--- src/rtl/lf_pkg.sv ---
package lf_pkg;
  localparam int B_W       = 16;
  localparam int D_W       = 4;
  localparam int HALF_B    = B_W / 2;
  localparam int HALF_D    = D_W / 2;
  localparam int GROUP     = 2 * HALF_B + HALF_D;
  localparam int DATA_BITS = 2 * GROUP;
  localparam int IDX_W     = $clog2(DATA_BITS + 1);
  localparam int POS_W     = $clog2(B_W);

  localparam logic [1:0] SYM_ZERO = 2'b00;
  localparam logic [1:0] SYM_POS  = 2'b01;
  localparam logic [1:0] SYM_NEG  = 2'b10;

  typedef enum logic [1:0] {CH_B1, CH_B2, CH_D} chan_t;
  typedef enum logic [1:0] {ST_IDLE, ST_RECV, ST_GUARD, ST_XMIT} phase_t;

  typedef struct packed {
    chan_t             ch;
    logic [POS_W-1:0]  pos;
  } slot_t;

  // Payload slot k -> channel and bit position (MSB first within each word)
  function automatic slot_t slot_of(input logic [IDX_W-1:0] k);
    slot_t s;
    int g, r;
    g = int'(k) / GROUP;
    r = int'(k) % GROUP;
    if (r < HALF_B) begin
      s.ch  = CH_B1;
      s.pos = POS_W'(B_W - 1 - (g * HALF_B + r));
    end else if (r < 2 * HALF_B) begin
      s.ch  = CH_B2;
      s.pos = POS_W'(B_W - 1 - (g * HALF_B + r - HALF_B));
    end else begin
      s.ch  = CH_D;
      s.pos = POS_W'(D_W - 1 - (g * HALF_D + r - 2 * HALF_B));
    end
    return s;
  endfunction
endpackage

--- src/rtl/lf_divider.sv ---
module lf_divider #(
  parameter int CLKS_PER_BIT = 4
) (
  input  logic clk,
  input  logic rst,
  output logic tick
);
  localparam int CW = (CLKS_PER_BIT > 1) ? $clog2(CLKS_PER_BIT) : 1;
  localparam logic [CW-1:0] LAST = CW'(CLKS_PER_BIT - 1);

  logic [CW-1:0] cnt;

  always_ff @(posedge clk) begin
    if (rst) begin
      cnt  <= '0;
      tick <= 1'b0;
    end else begin
      tick <= (cnt == LAST);
      cnt  <= (cnt == LAST) ? '0 : cnt + 1'b1;
    end
  end
endmodule

--- src/rtl/lf_ami_tx.sv ---
module lf_ami_tx (
  input  logic       clk,
  input  logic       rst,
  input  logic       tick,
  input  logic       emit,
  input  logic       bit_in,
  output logic [1:0] sym
);
  import lf_pkg::*;

  logic neg_next;  // polarity of the next mark, kept across bursts

  always_ff @(posedge clk) begin
    if (rst) begin
      sym      <= SYM_ZERO;
      neg_next <= 1'b0;
    end else if (tick) begin
      if (emit && bit_in) begin
        sym      <= neg_next ? SYM_NEG : SYM_POS;
        neg_next <= ~neg_next;
      end else begin
        sym <= SYM_ZERO;
      end
    end
  end
endmodule

--- src/rtl/lf_sched.sv ---
module lf_sched #(
  parameter int GUARD_BITS  = 6,
  parameter int PERIOD_BITS = 96
) (
  input  logic                    clk,
  input  logic                    rst,
  input  logic                    tick,
  input  logic                    rx_mark,
  output logic                    rx_cap,
  output logic                    rx_done,
  output logic [lf_pkg::IDX_W-1:0] rx_idx,
  output logic                    tx_first,
  output logic                    tx_emit,
  output logic [lf_pkg::IDX_W-1:0] tx_idx,
  output logic                    lof
);
  import lf_pkg::*;

  localparam int SPAN = (GUARD_BITS > DATA_BITS) ? GUARD_BITS : DATA_BITS;
  localparam int CW   = $clog2(SPAN + 1);
  localparam int SW   = $clog2(PERIOD_BITS + 1);

  phase_t          st;
  logic [CW-1:0]   cnt;
  logic [SW-1:0]   scnt;
  logic            answer;
  logic            start;

  assign start    = tick && (st == ST_IDLE) && rx_mark;
  assign rx_cap   = tick && (st == ST_RECV);
  assign rx_idx   = IDX_W'(cnt);
  assign rx_done  = rx_cap && (cnt == CW'(DATA_BITS - 1));
  assign tx_first = tick && (st == ST_GUARD) && (cnt == CW'(GUARD_BITS - 1));
  assign tx_emit  = tx_first || (tick && (st == ST_XMIT));
  assign tx_idx   = tx_first ? '0 : IDX_W'(cnt);

  always_ff @(posedge clk) begin
    if (rst) begin
      st     <= ST_IDLE;
      cnt    <= '0;
      scnt   <= '0;
      answer <= 1'b0;
      lof    <= 1'b1;
    end else if (tick) begin
      if (start)
        scnt <= '0;
      else if (scnt != SW'(PERIOD_BITS))
        scnt <= scnt + 1'b1;

      if (rx_done)
        lof <= 1'b0;
      else if (!start && scnt == SW'(PERIOD_BITS - 1))
        lof <= 1'b1;

      unique case (st)
        ST_IDLE: if (rx_mark) begin
          st     <= ST_RECV;
          cnt    <= '0;
          answer <= ~lof;
        end
        ST_RECV: if (cnt == CW'(DATA_BITS - 1)) begin
          st  <= answer ? ST_GUARD : ST_IDLE;
          cnt <= '0;
        end else begin
          cnt <= cnt + 1'b1;
        end
        ST_GUARD: if (cnt == CW'(GUARD_BITS - 1)) begin
          st  <= ST_XMIT;
          cnt <= CW'(1);
        end else begin
          cnt <= cnt + 1'b1;
        end
        ST_XMIT: if (cnt == CW'(DATA_BITS)) begin
          st  <= ST_IDLE;
          cnt <= '0;
        end else begin
          cnt <= cnt + 1'b1;
        end
        default: st <= ST_IDLE;
      endcase
    end
  end
endmodule

--- src/rtl/pingpong_framer.sv ---
module pingpong_framer #(
  parameter int CLKS_PER_BIT = 4,
  parameter int GUARD_BITS   = 6,
  parameter int PERIOD_BITS  = 96
) (
  input  logic        clk,
  input  logic        rst,
  input  logic        tx_load,
  input  logic [15:0] tx_b1,
  input  logic [15:0] tx_b2,
  input  logic [3:0]  tx_d,
  input  logic [1:0]  rx_sym,
  output logic [1:0]  tx_sym,
  output logic        line_tick,
  output logic [15:0] rx_b1,
  output logic [15:0] rx_b2,
  output logic [3:0]  rx_d,
  output logic        rx_valid,
  output logic        lof
);
  import lf_pkg::*;

  logic             rx_cap, rx_done, tx_first, tx_emit, tx_bit, rx_bit;
  logic [IDX_W-1:0] rx_idx, tx_idx;
  logic [B_W-1:0]   hold_b1, hold_b2, work_b1, work_b2;
  logic [D_W-1:0]   hold_d, work_d;
  logic [B_W-1:0]   sh_b1, sh_b2, nx_b1, nx_b2;
  logic [D_W-1:0]   sh_d, nx_d;
  slot_t            tx_slot, rx_slot;

  lf_divider #(.CLKS_PER_BIT(CLKS_PER_BIT)) u_div (
    .clk(clk), .rst(rst), .tick(line_tick)
  );

  lf_sched #(.GUARD_BITS(GUARD_BITS), .PERIOD_BITS(PERIOD_BITS)) u_sched (
    .clk(clk), .rst(rst), .tick(line_tick), .rx_mark(rx_bit),
    .rx_cap(rx_cap), .rx_done(rx_done), .rx_idx(rx_idx),
    .tx_first(tx_first), .tx_emit(tx_emit), .tx_idx(tx_idx), .lof(lof)
  );

  lf_ami_tx u_ami (
    .clk(clk), .rst(rst), .tick(line_tick), .emit(tx_emit),
    .bit_in(tx_bit), .sym(tx_sym)
  );

  assign rx_bit = (rx_sym != SYM_ZERO);

  // Transmit side: channel word holding and payload bit selection
  always_ff @(posedge clk) begin
    if (rst) begin
      hold_b1 <= '0; hold_b2 <= '0; hold_d <= '0;
      work_b1 <= '0; work_b2 <= '0; work_d <= '0;
    end else begin
      if (tx_load) begin
        hold_b1 <= tx_b1; hold_b2 <= tx_b2; hold_d <= tx_d;
      end
      if (tx_first) begin
        work_b1 <= hold_b1; work_b2 <= hold_b2; work_d <= hold_d;
      end
    end
  end

  always_comb begin
    tx_slot = slot_of(tx_idx - 1'b1);
    if (tx_idx == '0) tx_bit = 1'b1;
    else begin
      unique case (tx_slot.ch)
        CH_B1:   tx_bit = work_b1[tx_slot.pos];
        CH_B2:   tx_bit = work_b2[tx_slot.pos];
        default: tx_bit = work_d[tx_slot.pos[1:0]];
      endcase
    end
  end

  // Receive side: deframing into shadow words, published on completion
  always_comb begin
    rx_slot = slot_of(rx_idx);
    nx_b1 = sh_b1; nx_b2 = sh_b2; nx_d = sh_d;
    if (rx_cap) begin
      unique case (rx_slot.ch)
        CH_B1:   nx_b1[rx_slot.pos]      = rx_bit;
        CH_B2:   nx_b2[rx_slot.pos]      = rx_bit;
        default: nx_d[rx_slot.pos[1:0]]  = rx_bit;
      endcase
    end
  end

  always_ff @(posedge clk) begin
    if (rst) begin
      sh_b1 <= '0; sh_b2 <= '0; sh_d <= '0;
      rx_b1 <= '0; rx_b2 <= '0; rx_d <= '0;
      rx_valid <= 1'b0;
    end else begin
      sh_b1 <= nx_b1; sh_b2 <= nx_b2; sh_d <= nx_d;
      rx_valid <= rx_done;
      if (rx_done) begin
        rx_b1 <= nx_b1; rx_b2 <= nx_b2; rx_d <= nx_d;
      end
    end
  end
endmodule

--- config.mk ---
export PLATFORM = sky130hd
export DESIGN_NAME = pingpong_framer
export DESIGN_NICKNAME = d
export VERILOG_FILES = /design/src/rtl/lf_pkg.sv /design/src/rtl/lf_divider.sv /design/src/rtl/lf_ami_tx.sv /design/src/rtl/lf_sched.sv /design/src/rtl/pingpong_framer.sv
export SDC_FILE = /design/constraint.sdc
export NUM_CORES = 1
export LEC_CHECK = 0
export BUFFER_PORTS_ARGS = -buffer_cell sky130_fd_sc_hd__buf_2
export CORE_MARGIN = 5
export CORE_UTILIZATION = 50
export DETAILED_ROUTE_END_ITERATION = 6
export PLACE_DENSITY = 0.69
export SYNTH_ARGS = -nofsm -noshare
export SYNTH_HDL_FRONTEND = slang
export SYNTH_HIERARCHICAL = 1
export SYNTH_SLANG_ARGS = --single-unit
--- constraint.sdc ---
create_clock -name clk -period 9.31 [get_ports clk]
set_input_delay 1.862 -clock clk [delete_from_list [all_inputs] [get_ports clk]]
set_output_delay 1.862 -clock clk [all_outputs]
set_load 0.05 [all_outputs]
Word level (Yosys, flattened, before mapping)
Cells that the tools add are included.
{"block": "classes", "order_cmp": 10, "eq_ne": 15, "bitwise_logic": 2, "add_sub_neg": 18, "div": 4, "reduce_logical": 28, "mux": 43}
{"cell": "7-bit by 6-bit divider with 32-bit output, second input constant", "n": 2}
{"cell": "32-bit by 5-bit < comparator with 1-bit output, second input constant", "n": 2}
{"cell": "32-bit by 6-bit < comparator with 1-bit output, second input constant", "n": 2}
{"cell": "7-bit by 6-bit modulo with 32-bit output, second input constant", "n": 2}
{"cell": "16-bit 2-to-1 mux", "n": 4}
{"cell": "6-bit 2-to-1 mux", "n": 9}
{"cell": "16-bit bitwise mux", "n": 2}
{"cell": "6-bit case mux with 4 select lines", "n": 1}
{"cell": "4-bit adder", "n": 4}
{"cell": "1-bit by 4-bit subtractor with 4-bit output, first input constant", "n": 4}
{"cell": "2-bit 2-to-1 mux", "n": 7}
{"cell": "7-bit 2-to-1 mux", "n": 2}
{"cell": "6-bit equality test, second input constant", "n": 2}
{"cell": "1-bit logical AND", "n": 11}
{"cell": "4-bit by 5-bit < comparator with 1-bit output, second input constant", "n": 2}
{"cell": "1-bit binary-select mux with 4-bit select", "n": 2}
{"cell": "1-bit 2-to-1 mux", "n": 8}
{"cell": "4-bit 2-to-1 mux", "n": 2}
{"cell": "2-bit inequality test, second input constant", "n": 4}
{"cell": "2-bit case mux with 4 select lines", "n": 1}
{"cell": "2-bit AND reduction", "n": 4}
{"cell": "3-bit by 4-bit subtractor with 4-bit output, first input constant", "n": 2}
{"cell": "4-bit by 1-bit subtractor with 4-bit output, second input constant", "n": 2}
{"cell": "4-bit subtractor, second input constant", "n": 2}
{"cell": "other kinds (26)", "n": 37}
{"block": "totals", "elab_cells": 142, "out_inout_bits": 41, "ff_bits": 168, "in_bits": 41}

Logic depth before layout (Yosys ltp)
Gate-level depths: netlist of the first run.
{"block": "depth", "word_depth": 17, "depth_mapped": 35, "depth_no_buf": 33}

Hierarchy
Netlist of the first run, hierarchy kept.
{"module": "pingpong_framer", "cells_per_inst": 826, "seq_area_each_um2": 2902.8, "area_per_inst_um2": 7399.6, "n_inst": 1}
{"module": "lf_sched", "cells_per_inst": 137, "seq_area_each_um2": 340.3, "area_per_inst_um2": 1158.6, "n_inst": 1}
{"module": "lf_ami_tx", "cells_per_inst": 13, "seq_area_each_um2": 60.1, "area_per_inst_um2": 132.6, "n_inst": 1}
{"module": "lf_divider", "cells_per_inst": 7, "seq_area_each_um2": 60.1, "area_per_inst_um2": 103.8, "n_inst": 1}

Least setup slack after synthesis of the first run
OpenSTA, ideal clock, no wires.
{"block": "synth_timing", "kind": "register to register", "from": "register u_div.tick", "to": "register u_ami.neg_next", "setup_time_ns": 0.121, "path_buffers": 3, "required_time_ns": 9.189, "period_less_slack_ns": 7.255, "stages_incl_launch_ff": 34, "arrival_ns": 7.134, "slack_ns": 2.055, "path_cell_list": "dfxtp_1 -> buf_2 -> nand2_1 -> nor3_1 -> nor2_1 -> buf_6 -> inv_1 -> ha_1 -> clkbuf_1 -> clkinv_1 -> ha_1 -> or2_2 -> a21oi_1 -> a21boi_0 -> inv_1 -> ha_1 -> inv_1 -> a31oi_1 -> nand2b_1 -> o2bb2ai_1 -> o31a_1 -> inv_1 -> ha_1 -> inv_1 -> a21oi_1 -> xnor2_1 -> or4_1 -> o211ai_1 -> a21oi_1 -> o221ai_1 -> mux2_2 -> o211ai_2 -> nand3_2 -> mux2_4"}
{"block": "synth_between", "elab_chain_len": 16, "word_cells_on_any_way": 32, "classes_between": "add/sub (8); div (2); order compare (2); eq/ne (1); mux (11); reduce/logical (8)"}
{"item": "from (decl)", "line_no": "lf_divider.sv:6", "source": "output logic tick"}
{"item": "from (signal assigned)", "line_no": "lf_divider.sv:18", "source": "tick <= (cnt == LAST);"}
{"item": "1-bit logical AND * (2 in series)", "line_no": "lf_sched.sv:33", "source": "assign tx_first = tick && (st == ST_GUARD) && (cnt == CW'(GUARD_BITS - 1));"}
{"item": "net tx_first", "line_no": "pingpong_framer.sv:23", "source": "logic rx_cap, rx_done, tx_first, tx_emit, tx_bit, rx_bit;"}
{"item": "6-bit 2-to-1 mux *", "line_no": "lf_sched.sv:35", "source": "assign tx_idx = tx_first ? '0 : IDX_W'(cnt);"}
{"item": "net tx_idx[0]", "line_no": "pingpong_framer.sv:24", "source": "logic [IDX_W-1:0] rx_idx, tx_idx;"}
{"item": "6-bit by 1-bit subtractor with 6-bit output", "line_no": "pingpong_framer.sv:64", "source": "tx_slot = slot_of(tx_idx - 1'b1);"}
{"item": "7-bit by 6-bit modulo with 32-bit output or 7-bit by 6-bit divider with 32-bit output (tied branches)", "line_no": "lf_pkg.sv:28, lf_pkg.sv:27"}
{"item": "4-bit adder, on equally long branches", "line_no": "lf_pkg.sv:37, lf_pkg.sv:31, lf_pkg.sv:34"}
{"item": "4-bit by 1-bit subtractor with 4-bit output or 4-bit subtractor (tied branches)", "line_no": "lf_pkg.sv:37, lf_pkg.sv:34"}
{"item": "[... 2 more ...]"}
{"item": "6-bit 2-to-1 mux", "line_no": "lf_pkg.sv:29", "source": "if (r < HALF_B) begin"}
{"item": "1-bit binary-select mux with 4-bit select (tied with other cells)", "line_no": "pingpong_framer.sv:69", "source": "CH_B2: tx_bit = work_b2[tx_slot.pos];"}
{"item": "1-bit 2-to-1 mux, on equally long branches", "line_no": "pingpong_framer.sv:69, pingpong_framer.sv:68, pingpong_framer.sv:70"}
{"item": "1-bit case mux with 2 select lines", "line_no": "pingpong_framer.sv:67", "source": "unique case (tx_slot.ch)"}
{"item": "1-bit 2-to-1 mux *", "line_no": "pingpong_framer.sv:65", "source": "if (tx_idx == '0) tx_bit = 1'b1;"}
{"item": "net tx_bit", "line_no": "pingpong_framer.sv:23"}
{"item": "1-bit logical AND *", "line_no": "lf_ami_tx.sv:18", "source": "if (emit && bit_in) begin"}
{"item": "2-bit AND reduction (no source line) *"}
{"item": "to (signal assigned)", "line_no": "lf_ami_tx.sv:20", "source": "neg_next <= ~neg_next;"}
{"item": "to (decl)", "line_no": "lf_ami_tx.sv:11", "source": "logic neg_next;"}
Mark *: on every way through the listed nets, which the timed path passes. The rest lies on a longest branch. The select of a mux whose other input is x is not followed.
A chain may end at the register's enable or synchronous reset.

Final worst setup path of the first run
{"block": "layout_timing", "from": "register u_sched.cnt[1], in the netlist u_sched/rx_idx[1]", "to": "register u_ami.neg_next"}
{"block": "layout_between", "elab_chain_len": 16, "word_cells_on_any_way": 31, "classes_between": "add/sub (8); div (2); order compare (2); eq/ne (2); mux (11); reduce/logical (6)"}
{"item": "from (decl)", "line_no": "lf_sched.sv:24", "source": "logic [CW-1:0] cnt;"}
{"item": "from (signal assigned)", "line_no": "lf_sched.sv:65", "source": "cnt <= cnt + 1'b1;"}
{"item": "from (signal assigned)", "line_no": "lf_sched.sv:71", "source": "cnt <= cnt + 1'b1;"}
{"item": "from (signal assigned)", "line_no": "lf_sched.sv:77", "source": "cnt <= cnt + 1'b1;"}
{"item": "6-bit by 3-bit equality test with 1-bit output *", "line_no": "lf_sched.sv:33"}
{"item": "1-bit logical AND *", "line_no": "lf_sched.sv:33"}
{"item": "net tx_first", "line_no": "pingpong_framer.sv:23"}
{"item": "6-bit 2-to-1 mux *", "line_no": "lf_sched.sv:35"}
{"item": "net tx_idx[1]", "line_no": "pingpong_framer.sv:24"}
{"item": "6-bit by 1-bit subtractor with 6-bit output", "line_no": "pingpong_framer.sv:64"}
{"item": "7-bit by 6-bit modulo with 32-bit output or 7-bit by 6-bit divider with 32-bit output (tied branches)", "line_no": "lf_pkg.sv:28, lf_pkg.sv:27"}
{"item": "4-bit adder, on equally long branches", "line_no": "lf_pkg.sv:37, lf_pkg.sv:31, lf_pkg.sv:34"}
{"item": "[... 3 more ...]"}
{"item": "6-bit 2-to-1 mux", "line_no": "lf_pkg.sv:29"}
{"item": "1-bit binary-select mux with 4-bit select (tied with other cells)", "line_no": "pingpong_framer.sv:69"}
{"item": "1-bit 2-to-1 mux, on equally long branches", "line_no": "pingpong_framer.sv:69, pingpong_framer.sv:68, pingpong_framer.sv:70"}
{"item": "1-bit case mux with 2 select lines", "line_no": "pingpong_framer.sv:67"}
{"item": "1-bit 2-to-1 mux *", "line_no": "pingpong_framer.sv:65"}
{"item": "net tx_bit", "line_no": "pingpong_framer.sv:23"}
{"item": "1-bit logical AND *", "line_no": "lf_ami_tx.sv:18"}
{"item": "2-bit AND reduction (no source line) *"}
Marked as above.

==> results of run 1 <==
Yosys cell counts (6+ instances only):
cell type	number	area share (%)
nand2b_1	9	0.64
nor2b_1	6	0.43
or3_1	9	0.64
mux2_2	8	1.0
o211ai_1	6	0.51
nor3_1	20	1.1
o21ai_0	20	1.1
and3_1	14	1.0
ha_1	26	3.7
a21o_1	9	0.77
xnor2_1	10	1.0
a31oi_1	38	2.7
and2_1	35	2.5
a21oi_1	47	2.7
nor3b_1	6	0.51
a311oi_1	6	0.60
nand3_1	24	1.4
inv_1	31	1.3
dfxtp_1	168	38
nand4_1	10	0.71
clkbuf_1	44	1.9
nor2_1	134	5.7
buf_1	9	0.38
mux2i_1	111	13
nand2_1	54	2.3
cell usage in the layout (no fill, tap or decap), drive strengths merged, types with 4 or more instances in the layout:
master    n
dfxtp   168
nor2    134
mux2i   111
buf      91
nand2    54
a21oi    49
a31oi    38
and2     37
inv      37
ha       26
nand3    25
o21ai    21
nor3     21
clkbuf   17
and3     14
xnor2    10
nand4    10
o211ai   10
nor3b    10
nand2b    9
or3       9
a21o      9
mux2      9
nor2b     7
clkinv    7
a311oi    6
nor4      6
xor2      5
a211oi    5
a211o     5
o211a     4
nand3b    4
o31ai     4
or4       4
a221oi    4
per-layer routing:
metal	wire length (um)	vias up
met2	8980	143
met3	786	16
met4	210	0
met5	0	-
met1	9800	3429
li1	-	3626
final timing paths:
| check | end | slack [ps] | cells after the start | start |
|---|---|---|---|---|
| setup / recovery | u_ami/neg_next | 1230 | 32 | u_sched/rx_idx[1] |
| hold / removal | u_div/cnt[0] | 430 | 1 | u_div/cnt[0] |
| setup reg to reg | u_ami/neg_next | 1230 | 32 | u_sched/rx_idx[1] |
| hold reg to reg | u_div/cnt[0] | 430 | 1 | u_div/cnt[0] |
final cells by class:
| type | instances | area share (%) |
|---|---|---|
| repair buffers | 91 | 4.89 |
| well taps | 225 | 2.85 |
| inverters | 33 | 1.25 |
| flip-flops and latches | 168 | 34.0 |
| multi-input cells | 717 | 50.8 |
| clock inverters | 15 | 1.86 |
| clock buffers | 17 | 4.30 |
cells by family (layout without fill, tap and decap cells):
kind of cell,count (synthesis),in the layout,synth area share (%)
AND/OR/NAND/NOR,354,354,20.4
XOR/XNOR,15,15,1.49
flip-flops,168,168,38.2
multiplexers,123,123,14.6
AO/OA/AOI/OAI,199,199,16.8
adder cells (fa/ha/maj),26,26,3.70
buffers and inverters,98,156,4.77
state kept, by name, summed over array words and instances, names as in the netlist, named ones only:
name            flops
hold_d              4
sh_b1              16
work_b1            16
u_sched/st          1
hold_b2            16
work_b2            16
u_div/tick          1
u_sched/rx_idx      6
sh_d                4
u_ami/sym           2
u_ami/neg_next      1
sh_b2              16
rx_b1              16
hold_b1            16
u_sched/lof         1
rx_valid            1
u_div/cnt           2
u_sched/answer      1
rx_b2              16
work_d              4
rx_d                4
u_sched/scnt        7
power by group through the flow:
stage	Sequential, W	Combinational (W)	Clock, W
4_1_cts	0.000736	0.0000519	0.000726
3_3_place_gp	0.000753	0.0000510	0
6_report	0.000736	0.0000511	0.000712
2_1_floorplan	0.000751	0.0000345	0
3_5_place_dp	0.000753	0.0000516	0
5_1_grt	0.000737	0.0000570	0.000761
through the flow:
step	setup slack [ps]	total power, W	cell area, um^2	util, %	hold WS (ps)
finish	1230	0.00150	9890	57.2	431
global route	562	0.00156	9890	57.2	458
CTS	1290	0.00151	9890	57.2	438
detailed placement	1290	0.000804	9280	53.6	426
global placement	1560	0.000804	9280	53.6	421
floorplan	2050	0.000785	8790	-	406
==> flow_metrics.tcl, run 1 <==
set metrics [dict create \
    clock_path_buffers 2 \
    clock.fmax_mhz 124 \
    grt_util_met2_pct 30.7 \
    nets 1095 \
    crit_fanout 13 \
    antenna_found_initial 0 \
    clock-root-buffer "clkbuf_16" \
    synth-edff-count 0 \
    path_class "reg2reg" \
    synth_cells 983 \
    final_hold_viol_count 0 \
    netSwitchingFraction_pct 24.3 \
    post_drt_wl_per_cell_um 15.6 \
    cts_resized 0 \
    cpMaxStageDelayCell "ha_1" \
    critPathMaxStageDelay_ps 580 \
    worst_pin_slew_ps 1090 \
    place_hpwl_mm 13.4 \
    synth-main-ff-cell "dfxtp_1" \
    cts_setup_buffers 0 \
    comb_power_share_pct 3.4 \
    route.vias.total 7214 \
    clk_pin_slew_ps 70 \
    row_count 48 \
    p_int_w 0.00114 \
    finalSetupViolCount 0 \
    status "finished clean" \
    grt_pass1_wl_mm 33.0 \
    regArea_mm2 0.00336 \
    leakagePower_nw 3.92 \
    finalCritPeriodShare_pct 86.8 \
    ys_seq_area_share_pct 38.2 \
    p_per_area_mw_per_mm2 152 \
    path_delay_family "compound AO/OA/AOI/OAI gates" \
    drv_slew 0 \
    grt-ovfl-total 0 \
    grt_use_met1_pct 27.7 \
    multiInputGateArea_mm2 0.00502 \
    required_ps 9620 \
    grt_util_met3_pct 4.49 \
    track_usage_pct 19.6 \
    die_area_mm2 0.0203 \
    cp.buffers_inverters 7 \
    worstPathArrival_ps 8390 \
    crit_top_cell "inv_1" \
    fp.dieH_um 143 \
    cp-start-kind "flip-flop" \
    syn-num-nets 1050 \
    cts_buffers 17 \
    yosys_warnings 6 \
    fillCellCount 1566 \
    dp.cells 1234 \
    max_cap_viol_count 0 \
    avgViaCountPerCell 5.70 \
    hold_path_class "reg2reg" \
    tns_ps 0 \
    first_iter_violations 523 \
    irDropWorstVdd_uv 150 \
    io_pins 82 \
    grt_setup_unrepaired "no" \
    ant_nets 0 \
    seqPwrFrac_pct 49.1 \
    dr.pass1.iters 5 \
    final_cells 1266 \
    portBuffers 81 \
    drc 0 \
    route.final.wire_length_mm 19.8 \
    async_reset_ff_share_pct 0 \
    place_congestion 0.900 \
    ys_ff_latch 168 \
    clk_latency_ps 430 \
    core-area_mm2 0.0173 \
    dieWidth_um 143 \
    ys_types 87 \
    p_sw_w 0.000364 \
    cts_tree "built" \
    syn_area_mm2 0.00879 \
    postCtsHoldBufs 0 \
    diodes 0 \
    syn_avg_cell_area_um2 8.95 \
    clkPwrFrac_pct 47.5 \
    grt.busiest_layer "met2" \
    area_delta_synth_final_pct 12.4 \
    grt_max_degree 91 \
    fin_crit_ps 8080 \
    htreeDepth 4 \
    initial_core_util_pct 50.8 \
    end_kind "flip-flop" \
    clock_sinks 168 \
    drive_gt1_share_pct 16.2 \
    grt_pass1_vias 6642 \
    max-slew-margin-rel_pct 27.3 \
    clock_skew_ps 12.6 \
]
Note: power is estimated with default switching activity, not from simulation.
==> run 2, diff against run 1 <==
--- a/config.mk
+++ b/config.mk
@@ -10,6 +10,7 @@
 export CORE_UTILIZATION = 50
 export DETAILED_ROUTE_END_ITERATION = 6
 export PLACE_DENSITY = 0.69
+export REMOVE_ABC_BUFFERS = 1
 export SYNTH_ARGS = -nofsm -noshare
 export SYNTH_HDL_FRONTEND = slang
 export SYNTH_HIERARCHICAL = 1
==> flow_metrics.tcl, run 2 (synthesis results as in run 1) <==
set metrics [dict create \
    status "finished clean" \
    clk_pin_slew_ps 60 \
    r2r_slack_ps 1120 \
    end_kind "flip-flop" \
    path_class "reg2reg" \
    io_pins 82 \
    dr.pass1.iters 4 \
    cp-start-kind "flip-flop" \
    route.vias.total 7133 \
    cts_tree "built" \
    drv_slew 0 \
    antenna_found_initial 0 \
    post_drt_wl_per_cell_um 15.2 \
    place_hpwl_mm 13.1 \
    fp.dieH_um 143 \
    r2r_start "u_sched/rx_idx[1]" \
    route.final.wire_length_mm 19.3 \
    dp_worst_setup_slack_ps 1230 \
    nets 1095 \
    place_congestion 0.857 \
    tns_ps 0 \
    worst_pin_slew_ps 1170 \
    cts_resized 0 \
    clock_sinks 168 \
    die_area_mm2 0.0203 \
    crit_fanout 13 \
    hold_depth 1 \
    initial_core_util_pct 50.8 \
    final_common_cell "dfxtp_1" \
    dieWidth_um 143 \
    grt_setup_unrepaired "no" \
    hold_path_class "reg2reg" \
    diodes 0 \
    first_iter_violations 582 \
    irDropWorstVdd_uv 138 \
    clock_skew_ps 6.63 \
    worstPathArrival_ps 8490 \
    setup_slack_ps 1120 \
    grt_max_degree 87 \
    required_ps 9610 \
    track_usage_pct 19.2 \
    clock-root-buffer "clkbuf_16" \
    reg2reg_depth 32 \
    final_cell_mix "168 x dfxtp_1, 133 x nor2_1, 111 x mux2i_1, 80 x buf_2, 54 x nand2_1" \
    fin_crit_ps 8190 \
    drc 0 \
    max-slew-margin-rel_pct 22.1 \
    final_hold_viol_count 0 \
    whs_endpoint "u_div/cnt[0]" \
    finalSetupViolCount 0 \
    hold_start "u_div/cnt[0]" \
    area_delta_synth_final_pct 12.2 \
    cts_buffers 17 \
    grt-ovfl-total 0 \
    portBuffers 81 \
    cpMaxStageDelayCell "ha_1" \
    grt_pass1_wl_mm 32.8 \
    leakagePower_nw 3.93 \
    p_per_area_mw_per_mm2 152 \
    crit_top_cell "inv_1" \
    drive_gt1_share_pct 15.9 \
    clock_path_buffers 2 \
    core-area_mm2 0.0173 \
    clock.fmax_mhz 122 \
    finalCritPeriodShare_pct 87.9 \
    max_cap_viol_count 0 \
    critPathMaxStageDelay_ps 610 \
    postCtsHoldBufs 0 \
    ant_nets 0 \
    row_count 48 \
    fillCellCount 1590 \
    r2r-end "u_ami/neg_next" \
    avgViaCountPerCell 5.64 \
    grt_pass1_vias 6819 \
    cts_setup_buffers 0 \
    htreeDepth 4 \
    clk_latency_ps 420 \
]
## run 2: layout make-up
type / instances / area (um^2) / area share, %
clock buffer: 21 / 450 / 4.56
clock inverter: 10 / 145 / 1.47
inverter: 33 / 124 / 1.25
multi-input combinational: 717 / 5020 / 50.9
sequential: 168 / 3360 / 34.1
tap: 225 / 282 / 2.85
timing repair buffer: 91 / 483 / 4.89
## run 2: where the power goes
group	leakage, nW	switching [W]	internal, W	total (W)
Sequential	1.36	0.00000707	0.000730	0.000737
Combinational	2.28	0.0000300	0.0000210	0.0000510
Clock	0.289	0.000281	0.000430	0.000712
Total	3.93	0.000318	0.00118	0.00150
## run 2: worst max path at each step
| stage | start | endpoint | slack (ps) | depth (start not counted) |
|---|---|---|---|---|
| CTS | u_sched/rx_idx[1] | u_ami/neg_next | 1180 | 32 |
| global placement | u_sched/rx_idx[1] | u_ami/neg_next | 1470 | 32 |
| floorplan | u_div/tick | u_ami/neg_next | -2750 | 30 |
| detailed placement | u_sched/rx_idx[1] | u_ami/neg_next | 1230 | 32 |
| finish | u_sched/rx_idx[1] | u_ami/neg_next | 1120 | 32 |
| global route | u_sched/rx_idx[1] | u_ami/neg_next | 430 | 32 |
## run 2: metal layers
| metal | vias up | global-route usage, % | routed length (um) |
|---|---|---|---|
| met2 | 139 | 30.9 | 8990 |
| met1 | 3359 | 26.8 | 9420 |
| met3 | 15 | 3.58 | 680 |
| met5 | - | 0 | 0 |
| li1 | 3620 | - | - |
| met4 | 0 | 4.70 | 176 |
## run 2: critical path: cells and delay by family (launching register included)
family	cells	cell delay (ps)
AO/OA/AOI/OAI	10	2190
XOR/XNOR	1	120
adder cells (fa/ha/maj)	5	1790
buffers and inverters	7	1000
flip-flops	1	560
multiplexers	2	700
AND/OR/NAND/NOR	7	1690
## run 2: stage by stage
step                util (%)  cells  total power, W  instance area, um^2  hold slack [ps]
floorplan                  -    918        0.000774                 8500              406
global route            57.1   1265         0.00156                 9870              469
finish                  57.1   1265         0.00150                 9870              454
CTS                     57.1   1265         0.00151                 9870              447
global placement        53.6   1234        0.000803                 9280              423
detailed placement      53.6   1234        0.000804                 9280              426
==> run 3, diff against run 2 <==
--- a/config.mk
+++ b/config.mk
@@ -9,6 +9,7 @@
 export CORE_MARGIN = 5
 export CORE_UTILIZATION = 50
 export DETAILED_ROUTE_END_ITERATION = 6
+export MAX_ROUTING_LAYER = met4
 export PLACE_DENSITY = 0.69
 export REMOVE_ABC_BUFFERS = 1
 export SYNTH_ARGS = -nofsm -noshare
==> constraint.sdc (replaced) <==
create_clock -name clk -period 9.31 [get_ports clk]
set_input_delay 1.862 -clock clk [delete_from_list [all_inputs] [get_ports clk]]
set_output_delay 1.862 -clock clk [all_outputs]
set_load 0.005 [all_outputs]
==> flow_metrics.tcl, run 3 (synthesis results as in run 1) <==
set metrics [dict create \
    netSwitchingFraction_pct 20.9 \
    max_cap_viol_count 0 \
    htreeDepth 4 \
    cts_setup_buffers 0 \
    clkPwrFrac_pct 46.1 \
    final_common_cell "dfxtp_1" \
    grt_pass1_wl_mm 33.1 \
    reg2reg_depth 31 \
    path_depth 31 \
    portBuffers 81 \
    wl_met2_mm 9.12 \
    m1WireLength_mm 9.39 \
    postCtsHoldBufs 0 \
    grt_pass1_vias 6867 \
    cts_buffers 17 \
    finalSetupViolCount 0 \
    r2r_start "u_sched/rx_idx[5]" \
    path_class "reg2reg" \
    drc 0 \
    p_per_area_mw_per_mm2 149 \
    met3_length_um 724 \
    hold_start "u_div/cnt[0]" \
    required_ps 9610 \
    clock_skew_ps 7.19 \
    area_delta_synth_final_pct 11.8 \
    first_iter_violations 582 \
    fin_crit_ps 7970 \
    track_usage_pct 19.9 \
    max-slew-margin-rel_pct 20.5 \
    clock_sinks 168 \
    io_pins 82 \
    clock.fmax_mhz 125 \
    final_cell_mix "168 x dfxtp_1, 133 x nor2_1, 111 x mux2i_1, 80 x buf_2, 54 x nand2_1" \
    clock-root-buffer "clkbuf_16" \
    antenna_found_initial 0 \
    initial_core_util_pct 50.8 \
    leakagePower_nw 3.91 \
    path_delay_family "compound AO/OA/AOI/OAI gates" \
    r2r_slack_ps 1340 \
    top_layer "met4" \
    worst_pin_slew_ps 1190 \
    finalCritPeriodShare_pct 85.6 \
    end_kind "flip-flop" \
    grt_setup_unrepaired "no" \
    ant_nets 0 \
    cp.buffers_inverters 7 \
    dieWidth_um 143 \
    whs_ps 448 \
    nets 1095 \
    cts_tree "built" \
    crit_top_cell "inv_1" \
    r2r-end "u_ami/neg_next" \
    worstPathArrival_ps 8270 \
    comb_power_share_pct 3.4 \
    fin_total_pwr_w 0.00146 \
    cts_resized 0 \
    final_hold_viol_count 0 \
    dr.pass1.iters 6 \
    row_count 48 \
    die_area_mm2 0.0203 \
    clk_pin_slew_ps 60 \
    hold_depth 1 \
    p_int_w 0.00115 \
    drv_slew 0 \
    clk_latency_ps 410 \
    core-area_mm2 0.0173 \
    route.final.wire_length_mm 19.4 \
    fillCellCount 1588 \
    cp-start-kind "flip-flop" \
    drive_gt1_share_pct 15.8 \
    crit_fanout 27 \
    avgViaCountPerCell 5.72 \
    critPathMaxStageDelay_ps 860 \
    post_drt_wl_per_cell_um 15.4 \
    route.vias.total 7228 \
    grt-ovfl-total 0 \
    whs_endpoint "u_div/cnt[0]" \
    fp.dieH_um 143 \
    status "finished clean" \
    p_sw_w 0.000306 \
    cpMaxStageDelayCell "dfxtp_1" \
    grt_max_degree 77 \
    diodes 0 \
    irDropWorstVdd_uv 121 \
    hold_path_class "reg2reg" \
    place_hpwl_mm 13.2 \
    seqPwrFrac_pct 50.5 \
    place_congestion 0.849 \
    clock_path_buffers 2 \
]
-- run 3: cell types whose count changed in the layout (fill, tap and decap cells not counted) --
cell	delta
bufinv_16	-1
clkbuf_1	-1
clkbuf_8	+1
clkinv_2	+2
clkinv_4	-1
clkinvlp_4	-1
inv_8	-1
-- run 3: worst reg2reg max path: cells and delay by family, from the launching register on --
family                   cells  cell delay [ps]
XOR/XNOR                     1              130
AND/OR/NAND/NOR              7             1750
multiplexers                 2              690
flip-flops                   1              860
adder cells (fa/ha/maj)      4             1440
buffers and inverters        7              850
AO/OA/AOI/OAI               10             2160
-- run 3: layout make-up --
cell class	instances	area, um^2	share of cell area, %
clock buffers	21	460	4.68
multi-input cells	717	5020	51.1
inverters	33	124	1.26
well taps	225	282	2.86
flip-flops and latches	168	3360	34.2
clock inverters	8	97.6	0.992
repair buffers	91	483	4.91
-- run 3: how the worst max path moves through the flow --
| stage | start | slack [ps] | end |
|---|---|---|---|
| after floorplan | u_sched/rx_idx[0] | -2630 | u_ami/neg_next |
| after global placement | u_sched/rx_idx[5] | 1760 | u_ami/neg_next |
| after detailed placement | u_sched/rx_idx[5] | 1450 | u_ami/neg_next |
| after CTS | u_sched/rx_idx[5] | 1430 | u_ami/neg_next |
| after global routing | u_sched/rx_idx[5] | 760 | u_ami/neg_next |
| final | u_sched/rx_idx[5] | 1340 | u_ami/neg_next |
-- run 3: routing by layer --
layer	track usage, %	vias to the layer above
li1	-	3627
met1	26.9	3427
met2	31.2	161
met3	3.35	13
met4	5.25	0
met5	-	-
-- run 3: per-stage QoR --
step	util, %	setup TNS (ps)	instance area [um^2]	cells	setup WS (ps)
CTS	56.9	0	9830	1263	1430
finish	56.9	0	9830	1263	1340
global placement	53.6	0	9280	1234	1760
detailed placement	53.6	0	9280	1234	1450
global route	56.9	0	9830	1263	757
floorplan	-	-7450	8500	918	-2630
-- run 3: power groups by stage --
stage | sequential (W) | combinational, W | clock (W)
finish | 0.000737 | 0.0000501 | 0.000674
global route | 0.000738 | 0.0000569 | 0.000718
CTS | 0.000737 | 0.0000509 | 0.000689
detailed placement | 0.000753 | 0.0000507 | 0
global placement | 0.000752 | 0.0000497 | 0
floorplan | 0.000751 | 0.0000226 | 0
